===== config.mk =====
export PLATFORM = sky130hd
export DESIGN_NAME = spi_bus_monitor
export DESIGN_NICKNAME = d
export VERILOG_FILES = /design/src/rtl/spi_bus_monitor.sv
export SDC_FILE = /design/constraint.sdc
export NUM_CORES = 1
export LEC_CHECK = 0
export BUFFER_PORTS_ARGS = -buffer_cell sky130_fd_sc_hd__buf_2
export CAP_MARGIN = 20
export CORE_ASPECT_RATIO = 2
export CORE_MARGIN = 3
export CORE_UTILIZATION = 55
export DETAILED_ROUTE_END_ITERATION = 10
export PLACE_DENSITY = 0.8
export SYNTH_ARGS = -nofsm -noshare
export SYNTH_HDL_FRONTEND = slang
export SYNTH_SLANG_ARGS = --single-unit
export TNS_END_PERCENT = 20

===== constraint.sdc =====
create_clock -name clk -period 7.55 [get_ports clk]
set_input_delay 0.755 -clock clk [delete_from_list [all_inputs] [get_ports clk]]
set_output_delay 0.755 -clock clk [all_outputs]
set_load 0.01 [all_outputs]

===== src/rtl/spi_bus_monitor.sv =====
module spi_bus_monitor #(
  parameter int WORD_MAX = 32,
  parameter int TS_W     = 32,
  parameter int CNT_W    = 16,
  localparam int LEN_W   = $clog2(WORD_MAX + 1)
) (
  input  logic                clk,
  input  logic                rst,
  input  logic                cfg_cpol,
  input  logic                cfg_cpha,
  input  logic                cfg_cs_used,
  input  logic                cfg_cs_active_low,
  input  logic [LEN_W-1:0]    cfg_word_len,
  input  logic                spi_sck,
  input  logic                spi_mosi,
  input  logic                spi_miso,
  input  logic                spi_cs,
  output logic                evt_valid,
  output logic                evt_kind,
  output logic [WORD_MAX-1:0] evt_mosi,
  output logic [WORD_MAX-1:0] evt_miso,
  output logic                evt_cs_old,
  output logic                evt_cs_new,
  output logic                evt_cs_err,
  output logic [TS_W-1:0]     evt_start_ts,
  output logic [CNT_W-1:0]    word_count
);
  localparam logic [LEN_W-1:0] LEN_MAX = LEN_W'(WORD_MAX);

  // pins ordered {sck, mosi, miso, cs}
  logic [3:0] sy1, sy2, prv;
  logic [1:0] warm;
  logic [TS_W-1:0] ts, ts_first;
  logic [LEN_W-1:0] bitcnt;
  logic [WORD_MAX-1:0] sh_mosi, sh_miso;
  logic err_acc;

  wire sck_now = sy2[3];
  wire sck_was = prv[3];
  wire mosi_b  = sy2[2];
  wire miso_b  = sy2[1];
  wire cs_now  = sy2[0];
  wire cs_was  = prv[0];

  wire live    = (warm == 2'd3);
  wire cs_chg  = live && cfg_cs_used && (cs_now != cs_was);
  wire rise    = sck_now && !sck_was;
  wire fall    = !sck_now && sck_was;
  wire smp     = live && !cs_chg && ((cfg_cpol == cfg_cpha) ? rise : fall);
  wire cs_idle = cfg_cs_used && (cfg_cs_active_low ? cs_now : !cs_now);

  wire [LEN_W-1:0] len_eff =
    (cfg_word_len == '0 || cfg_word_len > LEN_MAX) ? LEN_MAX : cfg_word_len;
  wire first = (bitcnt == '0);
  wire last  = (bitcnt == len_eff - LEN_W'(1));

  wire [WORD_MAX-1:0] base_mosi = first ? '0 : sh_mosi;
  wire [WORD_MAX-1:0] base_miso = first ? '0 : sh_miso;
  wire [WORD_MAX-1:0] nxt_mosi  = {base_mosi[WORD_MAX-2:0], mosi_b};
  wire [WORD_MAX-1:0] nxt_miso  = {base_miso[WORD_MAX-2:0], miso_b};
  wire                nxt_err   = (first ? 1'b0 : err_acc) | cs_idle;
  wire [TS_W-1:0]     nxt_ts    = first ? ts : ts_first;

  always_ff @(posedge clk) begin
    if (rst) begin
      sy1 <= '0;
      sy2 <= '0;
      prv <= '0;
      warm <= '0;
      ts <= '0;
    end else begin
      sy1 <= {spi_sck, spi_mosi, spi_miso, spi_cs};
      sy2 <= sy1;
      prv <= sy2;
      if (!live) warm <= warm + 2'd1;
      ts <= ts + TS_W'(1);
    end
  end

  always_ff @(posedge clk) begin
    if (rst) begin
      bitcnt <= '0;
      sh_mosi <= '0;
      sh_miso <= '0;
      err_acc <= 1'b0;
      ts_first <= '0;
      evt_valid <= 1'b0;
      evt_kind <= 1'b0;
      evt_mosi <= '0;
      evt_miso <= '0;
      evt_cs_old <= 1'b0;
      evt_cs_new <= 1'b0;
      evt_cs_err <= 1'b0;
      evt_start_ts <= '0;
      word_count <= '0;
    end else begin
      evt_valid <= 1'b0;
      if (cs_chg) begin
        evt_valid <= 1'b1;
        evt_kind <= 1'b1;
        evt_cs_old <= cs_was;
        evt_cs_new <= cs_now;
        evt_cs_err <= 1'b0;
        evt_start_ts <= ts;
        bitcnt <= '0;
        sh_mosi <= '0;
        sh_miso <= '0;
        err_acc <= 1'b0;
      end else if (smp) begin
        if (last) begin
          evt_valid <= 1'b1;
          evt_kind <= 1'b0;
          evt_mosi <= nxt_mosi;
          evt_miso <= nxt_miso;
          evt_cs_err <= nxt_err;
          evt_start_ts <= nxt_ts;
          word_count <= word_count + CNT_W'(1);
          bitcnt <= '0;
        end else begin
          bitcnt <= bitcnt + LEN_W'(1);
          sh_mosi <= nxt_mosi;
          sh_miso <= nxt_miso;
          err_acc <= nxt_err;
          ts_first <= nxt_ts;
        end
      end
    end
  end

  assert_quiet_warmup_R1: assert property (@(posedge clk) disable iff (rst)
    (warm != 2'd3) |=> !evt_valid);
  assert_bitcnt_bound_R3: assert property (@(posedge clk) disable iff (rst)
    bitcnt < len_eff);
  assert_cs_levels_R4: assert property (@(posedge clk) disable iff (rst)
    (evt_valid && evt_kind) |-> (evt_cs_old != evt_cs_new));
  assert_no_cs_evt_R6: assert property (@(posedge clk) disable iff (rst)
    !cfg_cs_used |-> !(evt_valid && (evt_kind || evt_cs_err)));
  assert_cs_evt_clean_R7: assert property (@(posedge clk) disable iff (rst)
    (evt_valid && evt_kind) |-> !evt_cs_err);
  assert_count_step_R9: assert property (@(posedge clk) disable iff (rst)
    (evt_valid && !evt_kind) |-> (word_count == $past(word_count) + CNT_W'(1)));
  assert_count_hold_R9: assert property (@(posedge clk) disable iff (rst)
    !(evt_valid && !evt_kind) |-> $stable(word_count));
endmodule


After elaboration in Yosys (flattened, before gate mapping)
Index checks and enable logic that the tools add are counted.
{"block": "totals", "register_bits": 264, "in_bits": 16, "output_inout_bits": 117, "elab_cells": 71}
{"block": "classes", "n_addsub": 5, "n_eq_ne": 4, "magnitude_cmp": 1, "bitwise_logic": 3, "n_reduce_logical": 22, "mux": 17}
{"operator": "two-way mux 32 bit", "count": 4}
{"operator": "two-way mux 31 bit", "count": 2}
{"operator": "adder 32 x 1 -> 32 bit, second input constant", "count": 1}
{"operator": "adder 16 x 1 -> 16 bit, second input constant", "count": 1}
{"operator": "zero test 6 bit", "count": 2}
{"operator": "two-way mux 6 bit", "count": 2}
{"operator": "two-way mux 1 bit", "count": 9}
{"operator": "logical AND 1 bit", "count": 7}
{"operator": "adder 6 x 1 -> 6 bit, second input constant", "count": 1}
{"operator": "== test 6 bit", "count": 1}
{"operator": "> comparator 6 bit, second input constant", "count": 1}
{"operator": "AND reduction 2 bit", "count": 3}
{"operator": "AND reduction 3 bit", "count": 2}
{"operator": "subtractor 6 x 1 -> 6 bit, second input constant", "count": 1}
{"operator": "zero test 1 bit", "count": 4}
{"operator": "nonzero test 2 bit", "count": 2}
{"operator": "adder 2 x 1 -> 2 bit, second input constant", "count": 1}
{"operator": "== test 2 bit, second input constant", "count": 1}
{"operator": "inverter 1 bit", "count": 2}
{"operator": "OR reduction 2 bit", "count": 1}
{"operator": "== test 1 bit", "count": 1}
{"operator": "logical OR 1 bit", "count": 1}
{"operator": "!= test 1 bit", "count": 1}
{"operator": "OR 1 bit", "count": 1}

Logic depth before layout (Yosys ltp)
{"block": "logic_depth", "depth_word": 8, "depth_mapped": 12}

Least setup slack after synthesis
Ideal clock, no wire load.
{"block": "synth_timing", "path_kind": "input port to flip-flop", "from": "input port cfg_word_len[5]", "to": "register word_count[14]", "n_path_buf": 1, "arrival_ps": 2872, "setup_slack_ps": 4607, "cell_stages": 9, "path_cell_list": "nand2b_1 -> ha_1 -> nand4bb_1 -> a21oi_1 -> or3b_4 -> a211o_2 -> buf_6 -> or4_1 -> a21oi_1"}
{"block": "synth_via", "elab_chain_len": 6, "elab_cells_between_ends": 7, "classes_between": "add/sub: 1; order compare: 1; eq/ne: 1; mux: 1; reduce/logical: 3"}
{"element": "start, declared", "line_no": "13", "source": "input logic [LEN_W-1:0] cfg_word_len,"}
{"element": "> comparator 6 bit / zero test 6 bit (equally long branches)", "line_no": "53", "source": "(cfg_word_len == '0 || cfg_word_len > LEN_MAX) ? LEN_MAX : cfg_word_len;"}
{"element": "logical OR 1 bit", "line_no": "53"}
{"element": "two-way mux 6 bit (*)", "line_no": "53"}
{"element": "subtractor 6 x 1 -> 6 bit (*)", "line_no": "55", "source": "wire last = (bitcnt == len_eff - LEN_W'(1));"}
{"element": "== test 6 bit (*)", "line_no": "55"}
{"element": "AND reduction 3 bit (no line) (*)"}
{"element": "end signal, assigned", "line_no": "117", "source": "word_count <= word_count + CNT_W'(1);"}
{"element": "end, declared", "line_no": "26", "source": "output logic [CNT_W-1:0] word_count"}
Every way passes the cells marked *; elsewhere a longest branch is shown, timed or not.
A chain may end at the register's enable or synchronous reset.

Final worst setup path
{"block": "layout_timing", "from": "input port cfg_cpha", "to": "register ts_first[9]"}
{"block": "layout_via", "elab_chain_len": 4}
{"element": "start, declared", "line_no": "10", "source": "input logic cfg_cpha,"}
{"element": "== test 1 bit", "line_no": "49", "source": "wire smp = live && !cs_chg && ((cfg_cpol == cfg_cpha) ? rise : fall);"}
{"element": "two-way mux 1 bit", "line_no": "49"}
{"element": "logical AND 1 bit", "line_no": "49"}
{"element": "AND reduction 3 bit (no line)"}
{"element": "end signal, assigned", "line_no": "124", "source": "ts_first <= nxt_ts;"}
{"element": "end, declared", "line_no": "33", "source": "logic [TS_W-1:0] ts, ts_first;"}
Every way passes these cells.

==> impl_metrics.toml <==
[yosys]
yosys.area_share.xor_xnor = 0.03018
synth.area.mux_share = 0.03318
synth_top_family_by_area = "simple AND/OR/NAND/NOR gates"
ys_warn_count = 0
synth_area_per_cell_um2 = 8.350
synth_cell_types = 46
synth_compound_area_frac = 0.1405
syn_nets = 1273
syn_area_mm2 = 0.01045
ys_ff_latch = 262
yosys.area_share.simple = 0.2443
synth_fa_ha_area_frac = 0.007186
synthCells = 1251
yosysSeqAreaShare = 0.5021

[detailed_routing]
dr.pass1.iters = 5
drt-vias-per-instance = 5.702
wl_per_cell_um = 15.65
drtIter0Drc = 401
wirelength_um = 24760
vias = 9021
postRouteAntennaNets = 0
drc_errors = 0

[die]
chipHeight_um = 200.9
ios = 133
initial_core_util = 0.5653
rows = 70
die_area_mm2 = 0.02078
dieWidth_um = 103.5
core_area_mm2 = 0.01848

[outcome]
status = "finished, final reports clean"

[timing]
finalMaxSlewViolations = 0
fmax_ghz = 0.3157
fin_crit_ns = 3.168
setup_tns_ns = 0
slew_headroom = 0.2884
worstMarginPinSlew_ns = 1.067
finalSetupViolCount = 0
rsz0062_at_grt = "false"
period_share = 0.4196
finalHoldViolCount = 0
hold_ws_ns = 0.4322
clock_skew_ns = 0.01921

[critical_path]
critPathLaunchType = "input port"
crit_required_ns = 7.97
endpoint_kind = "flip-flop"
cp_num_cells = 9
worst_path_largest_cell_delay_ns = 0.55
cp.arrival_ns = 3.59
path_cells = "buf_2 > xnor2_1 > mux2i_1 > nand3_1 > a31oi_4 > buf_12 > buf_4 > nor2_1 > nor3_1"
r2r_slack_ns = 4.41
startpoint = "cfg_cpha"
criticalPathCategory = "input port to flip-flop"
r2r-start = "bitcnt[0]$_SDFFE_PP0P_"
ff2ff_path_depth = 7
cpMaxStageDelayCell = "nand3_1"
cp_num_buf_inv = 3
reg2reg_to = "evt_start_ts[28]$_SDFFE_PP0P_"
cp-endpoint = "ts_first[9]$_SDFFE_PP0P_"
crit_path_max_fanout = 54
path_delay_family = "simple AND/OR/NAND/NOR gates"

[clock_tree]
clk_pin_slew_ns = 0.07
cts_num_sinks = 262
clockRootBuffer = "clkbuf_16"
cts_setup_buffers = 0
cts_tree = "done"
clock_latency_ns = 0.51
holdBufCountCts = 0
cts.htree.levels = 1
cts_buffers = 22
cts_max_path_buffers = 3
ctsResizeCount = 0

[layout]
fin_area_mm2 = 0.01195
final_common_cell = "dfxtp_1"
final_cells = 1582
nFillCells = 1567
num_antenna_cells = 0
fin_nets = 1336
final_cell_mix = "262 x dfxtp_1, 184 x a21oi_1, 181 x nand3_1, 157 x nand2_1, 131 x buf_2"
multi_input_area_mm2 = 0.004813
register_area_mm2 = 0.005245
syn_to_final_growth_pct = 14.41
drive_gt1_frac = 0.1647

[grt]
grt_overflow = 0
grt.total_usage = 0.2331
grt_pass1_wl_um = 40540
antenna_found_initial = 0
grt_max_degree = 110
grt_pass1_vias = 8585

[place]
dp.cells = 1540
place.gp.congestion = 0.8016
io_buffer_count = 132
placed_area_mm2 = 0.01113
dpl.hpwl_um = 15070

[run]
drv_cap = 0

[min_path]
hold_path_class = "flip-flop to flip-flop"

[pwr]
vdd_drop_max_uv = 241.7
p_leak_nw = 4.358
powerDensity_mw_per_mm2 = 223.5
-- power by group --
group	switching, mW	internal [mW]
sequential	0.00605	1.39
combinational	0.0507	0.0210
clock	0.501	0.703
total	0.558	2.11
-- cells in the mapped netlist, drive strengths merged --
library cell	instances	share of area
a31o	1	0.00084
nor3	36	0.017
clkbuf	76	0.027
a211o	2	0.0018
o21ai	12	0.0057
mux2	29	0.031
or3b	1	0.0011
nand3	181	0.087
and4	5	0.0042
o211ai	1	0.00072
and3	6	0.0036
o2111a	1	0.0011
nand2	158	0.057
o21bai	2	0.0014
nor4	6	0.0048
or4	10	0.0072
dfxtp	262	0.50
and2	1	0.00060
xnor2	14	0.012
or2	1	0.00060
o2111ai	1	0.00084
inv	7	0.0025
o31a	2	0.0017
a22oi	33	0.024
nor2b	13	0.0078
buf	27	0.013
nand2b	4	0.0024
ha	6	0.0072
a31oi	3	0.0024
a21oi	184	0.088
nor2	103	0.037
a211oi	3	0.0026
or3	9	0.0054
o31ai	12	0.0086
nand4	12	0.0072
nand3b	1	0.00072
mux2i	2	0.0019
o22a	1	0.00084
nand4bb	1	0.0011
xor2	22	0.018
-- layout make-up --
type | count | area share
clock inverter | 8 | 0.01078
sequential | 262 | 0.4389
multi-input combinational | 879 | 0.4027
tap | 252 | 0.02638
inverter | 7 | 0.002198
timing repair buffer | 142 | 0.06480
clock buffer | 32 | 0.05423
-- worst min path at each step --
stage,from,endpoint,cells after the start
3_3_place_gp,sy1[3]$_SDFF_PP0_,sy2[3]$_SDFF_PP0_,1
4_1_cts,sy1[1]$_SDFF_PP0_,sy2[1]$_SDFF_PP0_,1
6_report,sy1[1]$_SDFF_PP0_,sy2[1]$_SDFF_PP0_,1
3_5_place_dp,sy1[1]$_SDFF_PP0_,sy2[1]$_SDFF_PP0_,1
2_1_floorplan,sy1[0]$_SDFF_PP0_,sy2[0]$_SDFF_PP0_,1
5_1_grt,sy1[1]$_SDFF_PP0_,sy2[1]$_SDFF_PP0_,1
-- cell families after synthesis --
family / after synthesis
and+or+nand+nor: 548
buffers and inverters: 110
AOI/OAI and AO/OA: 258
xor gates and xnor gates: 36
adders and majority gates: 6
muxes: 31
DFF: 262
-- routing by layer --
| layer | track usage | part of all wire | vias up |
|---|---|---|---|
| met5 | 0 | 0 | - |
| met4 | 0.08198 | 0.031 | 0 |
| met3 | 0.02574 | 0.035 | 48 |
| met2 | 0.4174 | 0.54 | 199 |
| met1 | 0.2790 | 0.40 | 4300 |
| li1 | - | - | 4474 |
-- metrics by stage --
step	utilization	setup WS (ns)	power (mW)
4_1_cts	0.6441	3.868	2.691
3_3_place_gp	0.6021	3.504	1.497
6_report	0.6467	4.382	2.671
5_1_grt	0.6467	4.175	2.747
3_5_place_dp	0.6021	3.409	1.499
2_1_floorplan	-	4.607	1.478
-- state kept, by name (all words and copies together), names as in the netlist, 2 cells and up --
name / cells
warm: 2
word_count: 16
evt_mosi: 32
evt_miso: 32
ts_first: 32
sh_miso: 31
evt_start_ts: 32
prv: 2
sh_mosi: 31
sy1: 4
bitcnt: 6
ts: 32
sy2: 4
Note: power is estimated with default switching activity, not from simulation.
